<file path="src/rtl/dbgp_pkg.sv">
package dbgp_pkg;
  typedef enum logic [1:0] {
    ST_VALID = 2'b00,
    ST_SEQ   = 2'b01,
    ST_EXC   = 2'b10,
    ST_NULL  = 2'b11
  } dp_stat_e;
endpackage

</file>
<file path="src/rtl/dbgp_rx.sv">
module dbgp_rx #(
  parameter int DATA_W = 32
) (
  input  logic              clk,
  input  logic              rst_n,
  input  logic              bit_stb,
  input  logic              sdi,
  output logic              active,
  output logic              start,
  output logic              done,
  output logic              frame_mode,
  output logic [DATA_W-1:0] frame_word
);
  // strobes after the start bit: mode, payload, turnaround
  localparam int SLOTS = DATA_W + 2;
  localparam int LAST  = SLOTS - 1;
  localparam int CW    = $clog2(SLOTS);

  logic              act_q, act_d;
  logic [CW-1:0]     cnt_q, cnt_d;
  logic [DATA_W:0]   sh_q, sh_d;

  assign start = !act_q && bit_stb && sdi;
  assign done  = act_q && bit_stb && (cnt_q == CW'(LAST));

  always_comb begin
    act_d = act_q;
    cnt_d = cnt_q;
    sh_d  = sh_q;
    if (start) begin
      act_d = 1'b1;
      cnt_d = '0;
    end else if (act_q && bit_stb) begin
      cnt_d = cnt_q + CW'(1);
      if (cnt_q < CW'(LAST)) sh_d = {sh_q[DATA_W-1:0], sdi};
      if (done) act_d = 1'b0;
    end
  end

  always_ff @(posedge clk or negedge rst_n) begin
    if (!rst_n) begin
      act_q <= 1'b0;
      cnt_q <= '0;
      sh_q  <= '0;
    end else begin
      act_q <= act_d;
      cnt_q <= cnt_d;
      sh_q  <= sh_d;
    end
  end

  assign active     = act_q;
  assign frame_mode = sh_q[DATA_W];
  assign frame_word = sh_q[DATA_W-1:0];

  AST_CNT_BOUND: assert property (@(posedge clk) disable iff (!rst_n)
    act_q |-> (cnt_q <= CW'(LAST)));
endmodule

</file>
<file path="src/rtl/dbgp_tx.sv">
module dbgp_tx #(
  parameter int DATA_W = 32
) (
  input  logic              clk,
  input  logic              rst_n,
  input  logic              load,
  input  logic [DATA_W+1:0] load_frame,
  input  logic              shift,
  output logic              msb
);
  import dbgp_pkg::*;
  localparam int TOP = DATA_W + 1;

  logic [TOP:0] sh_q, sh_d;

  always_comb begin
    sh_d = sh_q;
    if (load)       sh_d = load_frame;
    else if (shift) sh_d = {sh_q[TOP-1:0], 1'b0};
  end

  always_ff @(posedge clk or negedge rst_n) begin
    if (!rst_n) sh_q <= '0;
    else        sh_q <= sh_d;
  end

  assign msb = sh_q[TOP];

  AST_ERR_DATA_ZERO: assert property (@(posedge clk) disable iff (!rst_n)
    (load && (load_frame[TOP:TOP-1] != ST_VALID)) |=> (sh_q[DATA_W-1:0] == '0));
endmodule

</file>
<file path="src/rtl/dbgp_ctl.sv">
module dbgp_ctl #(
  parameter int DATA_W  = 32,
  parameter int GAP_MIN = 4
) (
  input  logic              clk,
  input  logic              rst_n,
  input  logic              start,
  input  logic              done,
  input  logic              core_done,
  input  logic              core_exc,
  input  logic              core_wr,
  input  logic [DATA_W-1:0] core_wdata,
  output logic              fwd,
  output logic              busy,
  output logic              ign,
  output logic [DATA_W+1:0] load_frame
);
  import dbgp_pkg::*;
  localparam int GW = $clog2(GAP_MIN + 1);

  dp_stat_e          err_q, err_d;
  logic              busy_q, busy_d;
  logic              ign_q, ign_d;
  logic              dpend_q, dpend_d;
  logic [DATA_W-1:0] dhold_q, dhold_d;
  logic [GW-1:0]     gap_q, gap_d;
  logic              seq_err, exc_evt, gap_ok;

  assign seq_err = done && !ign_q && busy_q && !core_done;
  assign exc_evt = core_done && core_exc;
  assign fwd     = done && !ign_q && !seq_err;
  assign gap_ok  = (gap_q == GW'(GAP_MIN - 1));

  always_comb begin
    if (err_q != ST_NULL)      load_frame = {err_q, {DATA_W{1'b0}}};
    else if (dpend_q && gap_ok) load_frame = {ST_VALID, dhold_q};
    else                        load_frame = {ST_NULL, {DATA_W{1'b0}}};
  end

  always_comb begin
    err_d   = err_q;
    busy_d  = busy_q;
    ign_d   = ign_q;
    dpend_d = dpend_q;
    dhold_d = dhold_q;
    gap_d   = gap_q;
    if (start)   err_d = ST_NULL;
    if (seq_err) err_d = ST_SEQ;
    if (exc_evt) err_d = ST_EXC;
    if (start)   ign_d = (err_q != ST_NULL);
    if (core_done) busy_d = 1'b0;
    if (fwd)       busy_d = 1'b1;
    if (start)   dpend_d = 1'b0;
    if (core_wr) begin
      dpend_d = 1'b1;
      dhold_d = core_wdata;
    end
    if (done)         gap_d = '0;
    else if (!gap_ok) gap_d = gap_q + GW'(1);
  end

  always_ff @(posedge clk or negedge rst_n) begin
    if (!rst_n) begin
      err_q   <= ST_NULL;
      busy_q  <= 1'b0;
      ign_q   <= 1'b0;
      dpend_q <= 1'b0;
      dhold_q <= '0;
      gap_q   <= GW'(GAP_MIN - 1);
    end else begin
      err_q   <= err_d;
      busy_q  <= busy_d;
      ign_q   <= ign_d;
      dpend_q <= dpend_d;
      dhold_q <= dhold_d;
      gap_q   <= gap_d;
    end
  end

  assign busy = busy_q;
  assign ign  = ign_q;

  AST_SEQ_RECORDED: assert property (@(posedge clk) disable iff (!rst_n)
    seq_err |=> (err_q inside {ST_SEQ, ST_EXC}));
  AST_EXC_RECORDED: assert property (@(posedge clk) disable iff (!rst_n)
    exc_evt |=> (err_q == ST_EXC));
  AST_ERR_CLEARED: assert property (@(posedge clk) disable iff (!rst_n)
    (start && (err_q != ST_NULL) && !seq_err && !exc_evt) |=> (err_q == ST_NULL));
endmodule

</file>
<file path="src/rtl/dbgp_seq.sv">
module dbgp_seq #(
  parameter int DATA_W  = 32,
  parameter int GAP_MIN = 4
) (
  input  logic              clk,
  input  logic              rst_n,
  input  logic              bit_stb,
  input  logic              sdi,
  output logic              sdo,
  output logic              cmd_valid,
  output logic              cmd_mode,
  output logic [DATA_W-1:0] cmd_word,
  input  logic              core_done,
  input  logic              core_exc,
  input  logic              core_wr,
  input  logic [DATA_W-1:0] core_wdata
);
  logic [1:0]        rs_q;
  logic              rst_s_n;
  logic              active, start, done, frame_mode, fwd, busy, ign, tx_msb;
  logic [DATA_W-1:0] frame_word;
  logic [DATA_W+1:0] load_frame;
  logic              cv_q, cm_q;
  logic [DATA_W-1:0] cw_q;

  always_ff @(posedge clk or negedge rst_n) begin
    if (!rst_n) rs_q <= 2'b00;
    else        rs_q <= {rs_q[0], 1'b1};
  end
  assign rst_s_n = rs_q[1];

  dbgp_rx #(.DATA_W(DATA_W)) u_rx (
    .clk(clk), .rst_n(rst_s_n), .bit_stb(bit_stb), .sdi(sdi),
    .active(active), .start(start), .done(done),
    .frame_mode(frame_mode), .frame_word(frame_word)
  );

  dbgp_ctl #(.DATA_W(DATA_W), .GAP_MIN(GAP_MIN)) u_ctl (
    .clk(clk), .rst_n(rst_s_n), .start(start), .done(done),
    .core_done(core_done), .core_exc(core_exc), .core_wr(core_wr),
    .core_wdata(core_wdata), .fwd(fwd), .busy(busy), .ign(ign),
    .load_frame(load_frame)
  );

  dbgp_tx #(.DATA_W(DATA_W)) u_tx (
    .clk(clk), .rst_n(rst_s_n), .load(start), .load_frame(load_frame),
    .shift(active && bit_stb), .msb(tx_msb)
  );

  always_ff @(posedge clk or negedge rst_s_n) begin
    if (!rst_s_n) begin
      cv_q <= 1'b0;
      cm_q <= 1'b0;
      cw_q <= '0;
    end else begin
      cv_q <= fwd;
      if (fwd) begin
        cm_q <= frame_mode;
        cw_q <= frame_word;
      end
    end
  end

  assign sdo       = active ? tx_msb : busy;
  assign cmd_valid = cv_q;
  assign cmd_mode  = cm_q;
  assign cmd_word  = cw_q;

  AST_FWD_PULSE: assert property (@(posedge clk) disable iff (!rst_s_n)
    cmd_valid |=> !cmd_valid);
  AST_BUSY_AFTER_FWD: assert property (@(posedge clk) disable iff (!rst_s_n)
    cmd_valid |-> sdo);
  AST_IGN_NO_FWD: assert property (@(posedge clk) disable iff (!rst_s_n)
    (done && ign) |=> !cmd_valid);
endmodule

</file>
<file path="config.mk">
export PLATFORM = sky130hd
export DESIGN_NAME = dbgp_seq
export DESIGN_NICKNAME = d
export VERILOG_FILES = /design/src/rtl/dbgp_pkg.sv /design/src/rtl/dbgp_rx.sv /design/src/rtl/dbgp_tx.sv /design/src/rtl/dbgp_ctl.sv /design/src/rtl/dbgp_seq.sv
export SDC_FILE = /design/constraint.sdc
export NUM_CORES = 1
export LEC_CHECK = 0
export BUFFER_PORTS_ARGS = -buffer_cell sky130_fd_sc_hd__buf_4
export CAP_MARGIN = 10
export CORE_MARGIN = 2
export CORE_UTILIZATION = 42
export DETAILED_ROUTE_END_ITERATION = 16
export PLACE_DENSITY_LB_ADDON = 0.15
export SYNTH_ARGS = -nofsm -noshare
export SYNTH_HDL_FRONTEND = slang
export SYNTH_SLANG_ARGS = --single-unit
export TNS_END_PERCENT = 100
</file>
<file path="constraint.sdc">
create_clock -name clk -period 5.2 [get_ports clk]
set_input_delay 0 -clock clk [delete_from_list [all_inputs] [get_ports clk]]
set_output_delay 0 -clock clk [all_outputs]
set_load 0.05 [all_outputs]
</file>
==> flow_summary.ini, run 1 <==
[run_status]
status = finished clean

[timing]
period_needed_ps = 2800
post-route-period-util_pct = 53.8
maxSlewHeadroom_pct = 27.5
worst-slew-pin-transition_ps = 1090
fmax_mhz = 358
setup_tns_ps = 0
skew_ps = 7.47
setup_viol = 0
maxSlewViolCount = 0
rsz0062_at_grt = false
hold_viol_final = 0

[setup_path]
arrival_ps = 3100
crit_path_cell_trace = nand2_1 > a21oi_4 > mux2_2
slowest_stage = dfrtp_1
path_class = reg -> reg
end_kind = flop
slowest_delay_ps = 1060
critPathMaxFanout = 41
crit_path_start_kind = flop
required_ps = 5500

[placement]
dp.cells = 742
place_congestion = 0.749
dp_hpwl_um = 7640
port_buffers = 73
place_area_um2 = 7120

[die]
io_pins = 74
die_h_um = 128
die_x_um = 128
rows = 45
dieArea_um2 = 16400
initial_core_util_pct = 42.7
core_area_um2 = 15100

[finish]
seq_area_um2 = 3760
syn_to_final_growth_pct = 26.1
final_util_pct = 53.8
n_antenna_cell = 0
final_layout_size_suffix_gt1_share_pct = 35.0
layout.cells.non_filler = 814
nets = 657
design_area_um2 = 8150
fillCellCount = 1308
multi_input_area_um2 = 2490

[yosys]
ys.flop_type = dfrtp_1
ys_seq_area_share_pct = 58.1
synth_enable_flop_cells = 0
synth_most_common_cell = dfrtp_1
syn_nets = 558
synth_seq_cells = 150
netlist_area_um2 = 6460
ys_top_cells_by_count = dfrtp_1, mux2_2, o21ai_0, clkbuf_1
avgSynthCellArea_um2 = 12.6
async_flop_share_pct = 100
synth_cell_type_count = 38
yosys_warnings = 0
synth_area_leaders = dfrtp_1, mux2_2, o22a_1
syn_inst = 514
yosysTopAreaCell = dfrtp_1
synth_top_area_share_pct = 56.5

[power_and_ir_drop]
cellLeakagePower_nw = 3.52
p_per_area_nw_per_um2 = 492
vdd_ir_drop_max_v = 0.000280

[drt]
firstDrtPassIters = 4
drt_iter0_markers = 213
route.vias.total = 4274
avgRoutedWirePerCell_um = 15.3
vias_per_cell = 5.25
finalWirelength_um = 12400
drcViolationCount = 0
ant_nets = 0

[global_routing]
grt_pass1_wl_um = 21700
overflow = 0
grt_usage_pct = 16.8
grt_pass1_vias = 4447
grt_antenna_before_repair = 0
grt_max_degree = 60

[clock_network]
cts_sinks = 150
cts_tree = done
numCtsBuffers = 17
clockBufferDepth = 2
h-tree-depth = 4
ctsResizeCount = 0
root_buffer = clkbuf_16
clkLatencyLatePin_ps = 420
path_clk_slew_ps = 60
cts_setup_buffers = 0

[min_path]
hold_class = in -> reg

[job]
maxCapViolations = 0
[worst paths after layout]
| kind | startpoint | to | slack [ps] | cells after the start |
|---|---|---|---|---|
| max | u_rx.active$_DFFE_PN0P_ | u_rx.sh_q[2]$_DFFE_PN0P_ | 2400 | 3 |
| min | core_wr | u_ctl.dpend_q$_DFFE_PN0P_ | 80 | 2 |
| max reg2reg | u_rx.active$_DFFE_PN0P_ | u_rx.sh_q[2]$_DFFE_PN0P_ | 2400 | 3 |
| min reg2reg | rs_q[1]$_DFF_PN0_ | cmd_word[6]$_DFFE_PN0P_ | 320 | 0 |
| max in group asynchronous | rs_q[1]$_DFF_PN0_ | u_tx.sh_q[33]$_DFFE_PN0P_ | 3730 | 1 |
| min in group asynchronous | rs_q[1]$_DFF_PN0_ | cmd_word[6]$_DFFE_PN0P_ | 320 | 0 |
[repair_timing]
item                                    in CTS  in global routing
hold buffers                                39                  0
endpoints found under the hold margin       39                  0
endpoints found under the setup margin       0                  0
[registers in the layout (all words and copies together), names as in the netlist, 2 cells and up]
name / cells
u_rx.cnt_q: 6
cmd_word: 32
u_ctl.err_q: 2
rs_q: 2
u_tx.sh_q: 34
u_ctl.dhold_q: 32
u_ctl.gap_q: 3
u_rx.sh_q: 33
[layout by cell type, fill, tap and decap left out, types with 3 or more instances in the layout]
master,instances
dfrtp_1,145
mux2_2,99
buf_4,80
dlygate4sd3_1,39
o21ai_0,35
nor2b_1,32
nor3_1,32
nand3_1,31
o22a_1,31
clkbuf_16,17
nand2_1,9
a21oi_1,8
nor2_1,7
inv_1,6
ha_1,5
mux2i_1,4
clkinv_4,4
dfstp_2,4
nand4_1,3
inv_6,3
bufinv_16,3
[cell type report]
cell class | count | share of cell area, %
well taps | 188 | 2.89
inverters | 6 | 0.276
repair buffers | 120 | 12.5
clock inverters | 13 | 2.10
clock buffers | 19 | 5.44
multi-input cells | 318 | 30.6
flip-flops and latches | 150 | 46.2
[report_power, final]
group          leakage [nW]  internal (W)  switching (W)
sequential             1.80       0.00150       0.000246
clock                 0.295      0.000773       0.000490
combinational          1.43      0.000516       0.000489
[stage by stage]
stage	total power [W]	worst slack, ps	hold slack, ps
after global routing	0.00427	2130	87.6
after global placement	0.00270	2400	-216
after floorplan	0.00249	718	-296
after CTS	0.00405	2370	59.5
after detailed placement	0.00274	2380	-214
final	0.00401	2400	84.0
[cell families (layout without fill, tap and decap cells)]
| family | count (synthesis) | count (layout) | synth area share (%) |
|---|---|---|---|
| flops | 150 | 150 | 58.1 |
| simple gates | 123 | 123 | 10.5 |
| mux | 104 | 104 | 18.0 |
| compound gates | 84 | 84 | 8.79 |
| buf+inv | 46 | 158 | 3.37 |
| fa+ha+maj | 5 | 5 | 0.968 |
| other cells | 1 | 1 | 0.0580 |
| xor+xnor | 1 | 1 | 0.136 |
[layer usage]
metal	track usage [%]	routed length [µm]	vias to the layer above	part of all wire [%]
met5	0	0	-	0
met4	6.98	191	0	1.5
met3	4.17	382	16	3.1
met2	26.8	5960	65	48
met1	22.0	5890	2141	47
li1	-	-	2052	-
[critical path: cells and delay by family (launching register included)]
family | cells | cell delay [ps]
AO/OA/AOI/OAI | 1 | 880
multiplexers | 1 | 420
flip-flops | 1 | 1060
AND/OR/NAND/NOR | 1 | 290
(Power assumes the default switching activity.)
==> run 2, diff against run 1 <==
- clock period: 5.2 -> 2.25 ns (I/O delays scaled with it)
==> run 2 against run 1 <==
Via count is 0.47% higher. Count of clock-buffer cells in the layout is 1 higher. Largest power group unchanged. Core utilization is 0.82 points higher. Clock skew is 2.6 ps higher. Register-to-register slack worse by 2200 ps. Highest routed layer unchanged. Final cell count is 1.1% higher. Power is 140% higher. Routed wire length is 4.5% higher. Global-route usage is 0.72 points higher.
==> flow_summary.ini, run 2 (synthesis results as in run 1) <==
[die]
rows = 45
dieArea_um2 = 16400
die_x_um = 128
die_h_um = 128
initial_core_util_pct = 42.7
io_pins = 74
core_area_um2 = 15100

[clock_network]
cts_hold_buffers = 39
cts_setup_buffers = 0
cts_tree = done
numCtsBuffers = 17
root_buffer = clkbuf_16
path_clk_slew_ps = 60
h-tree-depth = 4
ctsResizeCount = 0
clockBufferDepth = 2
cts_sinks = 150
clkLatencyLatePin_ps = 430

[global_routing]
grt_max_degree = 49
grt_pass1_wl_um = 22600
grt_usage_pct = 17.5
overflow = 0
grt_pass1_vias = 4564
grt_antenna_before_repair = 0

[setup_path]
critPathMaxFanout = 33
end_kind = flop
path_class = reg -> reg
rr_worst_depth = 6
arrival_ps = 2370
required_ps = 2560
crit_path_start_kind = flop

[power_and_ir_drop]
cellLeakagePower_nw = 3.57
p_per_area_nw_per_um2 = 1140
vdd_ir_drop_max_v = 0.000648

[job]
maxCapViolations = 0

[timing]
rsz0062_at_grt = false
skew_ps = 10.0
fmax_mhz = 486
maxSlewViolCount = 0
period_needed_ps = 2060
post-route-period-util_pct = 91.5
finalWorstSetupSlack_ps = 191
worst-slew-pin-transition_ps = 612
maxSlewHeadroom_pct = 59.1
hold_viol_final = 0
hold_ws_ps = 83.7
setup_tns_ps = 0
setup_viol = 0

[run_status]
status = finished clean

[finish]
fillCellCount = 1285
final_layout_size_suffix_gt1_share_pct = 35.6
mostFrequentLayoutCells = dfrtp_1, mux2_2, buf_4, dlygate4sd3_1, o21ai_0
n_antenna_cell = 0
syn_to_final_growth_pct = 28.0
final_common_cell = dfrtp_1
nets = 666
largest_reg_flops = 34
top_register = u_tx.sh_q
reg.largest.list = u_tx.sh_q (34), u_rx.sh_q (33)

[placement]
port_buffers = 73
place_congestion = 0.803
dp_hpwl_um = 8420
post-place-ws_ps = 217

[drt]
firstDrtPassIters = 5
avgRoutedWirePerCell_um = 15.8
finalWirelength_um = 13000
drt_iter0_markers = 170
route.vias.total = 4294
drcViolationCount = 0
vias_per_cell = 5.22
ant_nets = 0

[min_path]
whs_path_depth = 2
hold_class = in -> reg
[run 2: cell types whose count changed in the layout (fill, tap and decap cells not counted), sizes merged]
| cell | previous run | this run |
|---|---|---|
| bufinv | 3 | 4 |
| buf | 81 | 90 |
| inv | 9 | 6 |
| clkbuf | 19 | 20 |
| clkinvlp | 2 | 3 |
[run 2: cell type report]
class | count | area (µm²) | area share [%]
clock buffer | 20 | 437 | 5.28
sequential | 150 | 3760 | 45.5
timing repair buffer | 129 | 1140 | 13.8
inverter | 6 | 22.5 | 0.272
multi-input combinational | 318 | 2490 | 30.2
clock inverter | 12 | 179 | 2.16
tap | 188 | 235 | 2.84
[run 2: critical path: stages (launching register included)]
cell and delay (ps):
dfrtp_1 400, inv_1 110, ha_1 160, or4b_1 490, a21oi_4 190, buf_12 220
mux2_2 360
[run 2: through the flow]
stage	cells	utilization (%)	power [W]	cell area, µm²
global route	823	54.6	0.0100	8270
finish	823	54.6	0.00943	8270
floorplan	514	-	0.00576	6470
detailed placement	752	48.0	0.00649	7270
CTS	823	54.6	0.00954	8270
global placement	752	48.0	0.00636	7270
[run 2: report_power, final]
group / total [W] / leakage (nW) / internal, W / switching (W)
registers: 0.00398 / 1.80 / 0.00346 / 0.000520
clock network: 0.00295 / 0.290 / 0.00185 / 0.00109
logic: 0.00250 / 1.48 / 0.00125 / 0.00125
[run 2: worst paths after layout]
check                                                from                    endpoint  slack (ps)
worst min register to register          rs_q[1]$_DFF_PN0_    u_rx.sh_q[7]$_DFFE_PN0P_         310
worst max-delay path            u_rx.cnt_q[1]$_DFFE_PN0P_    u_rx.sh_q[2]$_DFFE_PN0P_         190
max in group asynchronous               rs_q[1]$_DFF_PN0_  u_ctl.gap_q[1]$_DFFE_PN1P_        1240
worst min-delay path                              core_wr   u_ctl.dpend_q$_DFFE_PN0P_          80
worst max register to register  u_rx.cnt_q[1]$_DFFE_PN0P_    u_rx.sh_q[2]$_DFFE_PN0P_         190
min in group asynchronous               rs_q[1]$_DFF_PN0_    u_rx.sh_q[7]$_DFFE_PN0P_         310
[run 2: layer usage]
layer / GRT usage (%) / vias to the layer above / part of all wire [%]
met1: 23.3 / 2161 / 47
li1: - / 2054 / -
met3: 4.01 / 15 / 2.6
met4: 6.59 / 0 / 1.3
met2: 28.2 / 64 / 49
met5: 0 / - / 0
==> run 3, diff against run 2 <==
- PLACE_DENSITY: not set -> 0.69
- PLACE_DENSITY_LB_ADDON: 0.15 -> not set
- RECOVER_POWER: not set -> 100
- clock period: 2.25 -> 2 ns (I/O delays scaled with it)
==> run 3 against run 2 <==
Critical path depth up 1. Power up 14%. Non-clock buffer count up 12. Fmax up 3.1%. First-iteration DRC count up 15%. Register-to-register slack worse by 190 ps. Hold slack worse by 21 ps. Cell area up 0.57%. Clock power up 8.8%. Clock skew up 2.3 ps. Combinational power up 24%. Global-route usage down 0.59 points. Critical path type unchanged. Critical endpoint is now u_rx.sh_q[32]$_DFFE_PN0P_. Largest cell class unchanged. Largest power group unchanged.
==> flow_summary.ini, run 3 (synthesis results as in run 1) <==
[run_status]
status = finished clean

[clock_network]
path_clk_slew_ps = 60
root_buffer = clkbuf_16
cts_sinks = 150
h-tree-depth = 4
clockBufferDepth = 2
numCtsBuffers = 17
clkLatencyLatePin_ps = 430
cts_tree = done

[power_and_ir_drop]
p_per_area_nw_per_um2 = 1300
cellLeakagePower_nw = 3.56
total_power_w = 0.0108
vdd_ir_drop_max_v = 0.000600

[timing]
setup_viol = 0
hold_viol_final = 0
worst-slew-pin-transition_ps = 1090
post-route-period-util_pct = 99.9
period_needed_ps = 2000
fmax_mhz = 501
hold_ws_ps = 62.3
maxSlewHeadroom_pct = 27.0
finalWorstSetupSlack_ps = 2.20
maxSlewViolCount = 0
rsz0062_at_grt = true
skew_ps = 12.3

[global_routing]
top_usage_layer = met2
met3_usage_pct = 4.05
met1_usage_pct = 20.4
overflow = 0
use_met2_pct = 29.1
grt_pass1_vias = 4519
grt_antenna_before_repair = 0
grt_max_degree = 47
grt_pass1_wl_um = 21900
grt_usage_pct = 16.9

[finish]
layout.cells.non_filler = 834
final_util_pct = 54.9
final_common_cell = dfrtp_1
nets = 678
top_register = u_tx.sh_q
syn_to_final_growth_pct = 28.7
fillCellCount = 1254
final_layout_size_suffix_gt1_share_pct = 32.2
reg.largest.list = u_tx.sh_q (34), u_rx.sh_q (33)
largest_reg_flops = 34
mostFrequentLayoutCells = dfrtp_1, mux2_2, buf_4, dlygate4sd3_1, clkbuf_1
n_antenna_cell = 0

[drt]
drt_iter0_markers = 195
drcViolationCount = 0
ant_nets = 0
firstDrtPassIters = 6
finalWirelength_um = 13800
avgRoutedWirePerCell_um = 16.5
vias_per_cell = 5.29
route.vias.total = 4416

[die]
dieArea_um2 = 16400
core_area_um2 = 15100
rows = 45
die_h_um = 128
initial_core_util_pct = 42.7
io_pins = 74
die_x_um = 128

[placement]
dp_hpwl_um = 8020
place_congestion = 0.782
post-place-ws_ps = -26.0
port_buffers = 73
dp.cells = 755

[setup_path]
arrival_ps = 2310
crit_path_cell_trace = inv_2 > ha_2 > or4b_4 > a21oi_4 > buf_12 > buf_8 > mux2_2
rr_worst_depth = 7
slowest_stage = or4b_4
path_class = reg -> reg
crit_path_start_kind = flop
r2r_end = u_rx.sh_q[32]$_DFFE_PN0P_
required_ps = 2310
critPathMaxFanout = 8
r2r_start = u_rx.cnt_q[1]$_DFFE_PN0P_
r2r_slack_ps = 2
end_kind = flop
slowest_delay_ps = 470

[min_path]
worstHoldEndpoint = u_ctl.dpend_q$_DFFE_PN0P_
hp-start = core_wr
whs_path_depth = 2
hold_class = in -> reg

[job]
maxCapViolations = 0
[run 3: changes by cell type in the layout (fill, tap and decap cells not counted), sizes merged]
| cell | previous run | this run |
|---|---|---|
| buf | 90 | 56 |
| bufinv | 4 | 2 |
| clkbuf | 20 | 64 |
| clkinv | 5 | 1 |
| dlygate4sd3 | 39 | 38 |
| inv | 6 | 14 |
[run 3: area by class of cell]
class	instances	area (µm²)	area share, %
sequential	150	3760	45.2
multi-input combinational	318	2590	31.1
timing repair buffer	141	1120	13.4
clock buffer	17	425	5.11
tap	188	235	2.83
clock inverter	14	166	2.00
inverter	6	22.5	0.271
[run 3: where the power goes]
| group | internal, W | leakage, nW | switching (W) |
|---|---|---|---|
| clock | 0.00187 | 0.282 | 0.00134 |
| combinational | 0.00158 | 1.48 | 0.00151 |
| sequential | 0.00389 | 1.80 | 0.000592 |
[run 3: metrics by stage]
| step | setup TNS [ps] | instance area, µm² |
|---|---|---|
| 2_1_floorplan | 0 | 6470 |
| 3_3_place_gp | 0 | 7270 |
| 3_5_place_dp | -431 | 7270 |
| 4_1_cts | 0 | 8240 |
| 5_1_grt | -2390 | 8320 |
| 6_report | 0 | 8320 |
[run 3: repair_timing]
item / CTS / global route
gates resized for setup: 1 / 26
endpoints found under the hold margin: 38 / 0
hold buffers: 38 / 0
endpoints found under the setup margin: 33 / 36
pin swaps: 0 / 1
buffers inserted: 0 / 5
gates cloned: 0 / 5
[run 3: how the worst max path moves through the flow]
stage                              start                         to  slack [ps]  cells after the start
2_1_floorplan  u_rx.cnt_q[0]$_DFFE_PN0P_  u_rx.sh_q[10]$_DFFE_PN0P_          30                      6
6_report       u_rx.cnt_q[1]$_DFFE_PN0P_  u_rx.sh_q[32]$_DFFE_PN0P_           2                      7
3_5_place_dp   u_rx.cnt_q[1]$_DFFE_PN0P_  u_rx.sh_q[18]$_DFFE_PN0P_         -30                      6
5_1_grt        u_rx.cnt_q[1]$_DFFE_PN0P_       cmd_mode$_DFFE_PN0P_         -70                      8
4_1_cts        u_rx.cnt_q[1]$_DFFE_PN0P_   u_rx.sh_q[3]$_DFFE_PN0P_           5                      6
3_3_place_gp   u_rx.cnt_q[1]$_DFFE_PN0P_   u_rx.sh_q[7]$_DFFE_PN0P_          40                      6
[run 3: worst max-delay path, delay by kind of cell, from the launching register on]
kind,cells,cell delay (ps)
AOI/OAI and AO/OA,1,160
adders and majority gates,1,160
buffers and inverters,3,360
DFF,1,400
muxes,1,340
and+or+nand+nor,1,470
[run 3: metal layers]
| metal | up-vias | part of all wire [%] |
|---|---|---|
| li1 | 2082 | - |
| met1 | 2231 | 43 |
| met2 | 87 | 52 |
| met3 | 16 | 3.3 |
| met4 | 0 | 1.6 |
| met5 | - | 0 |
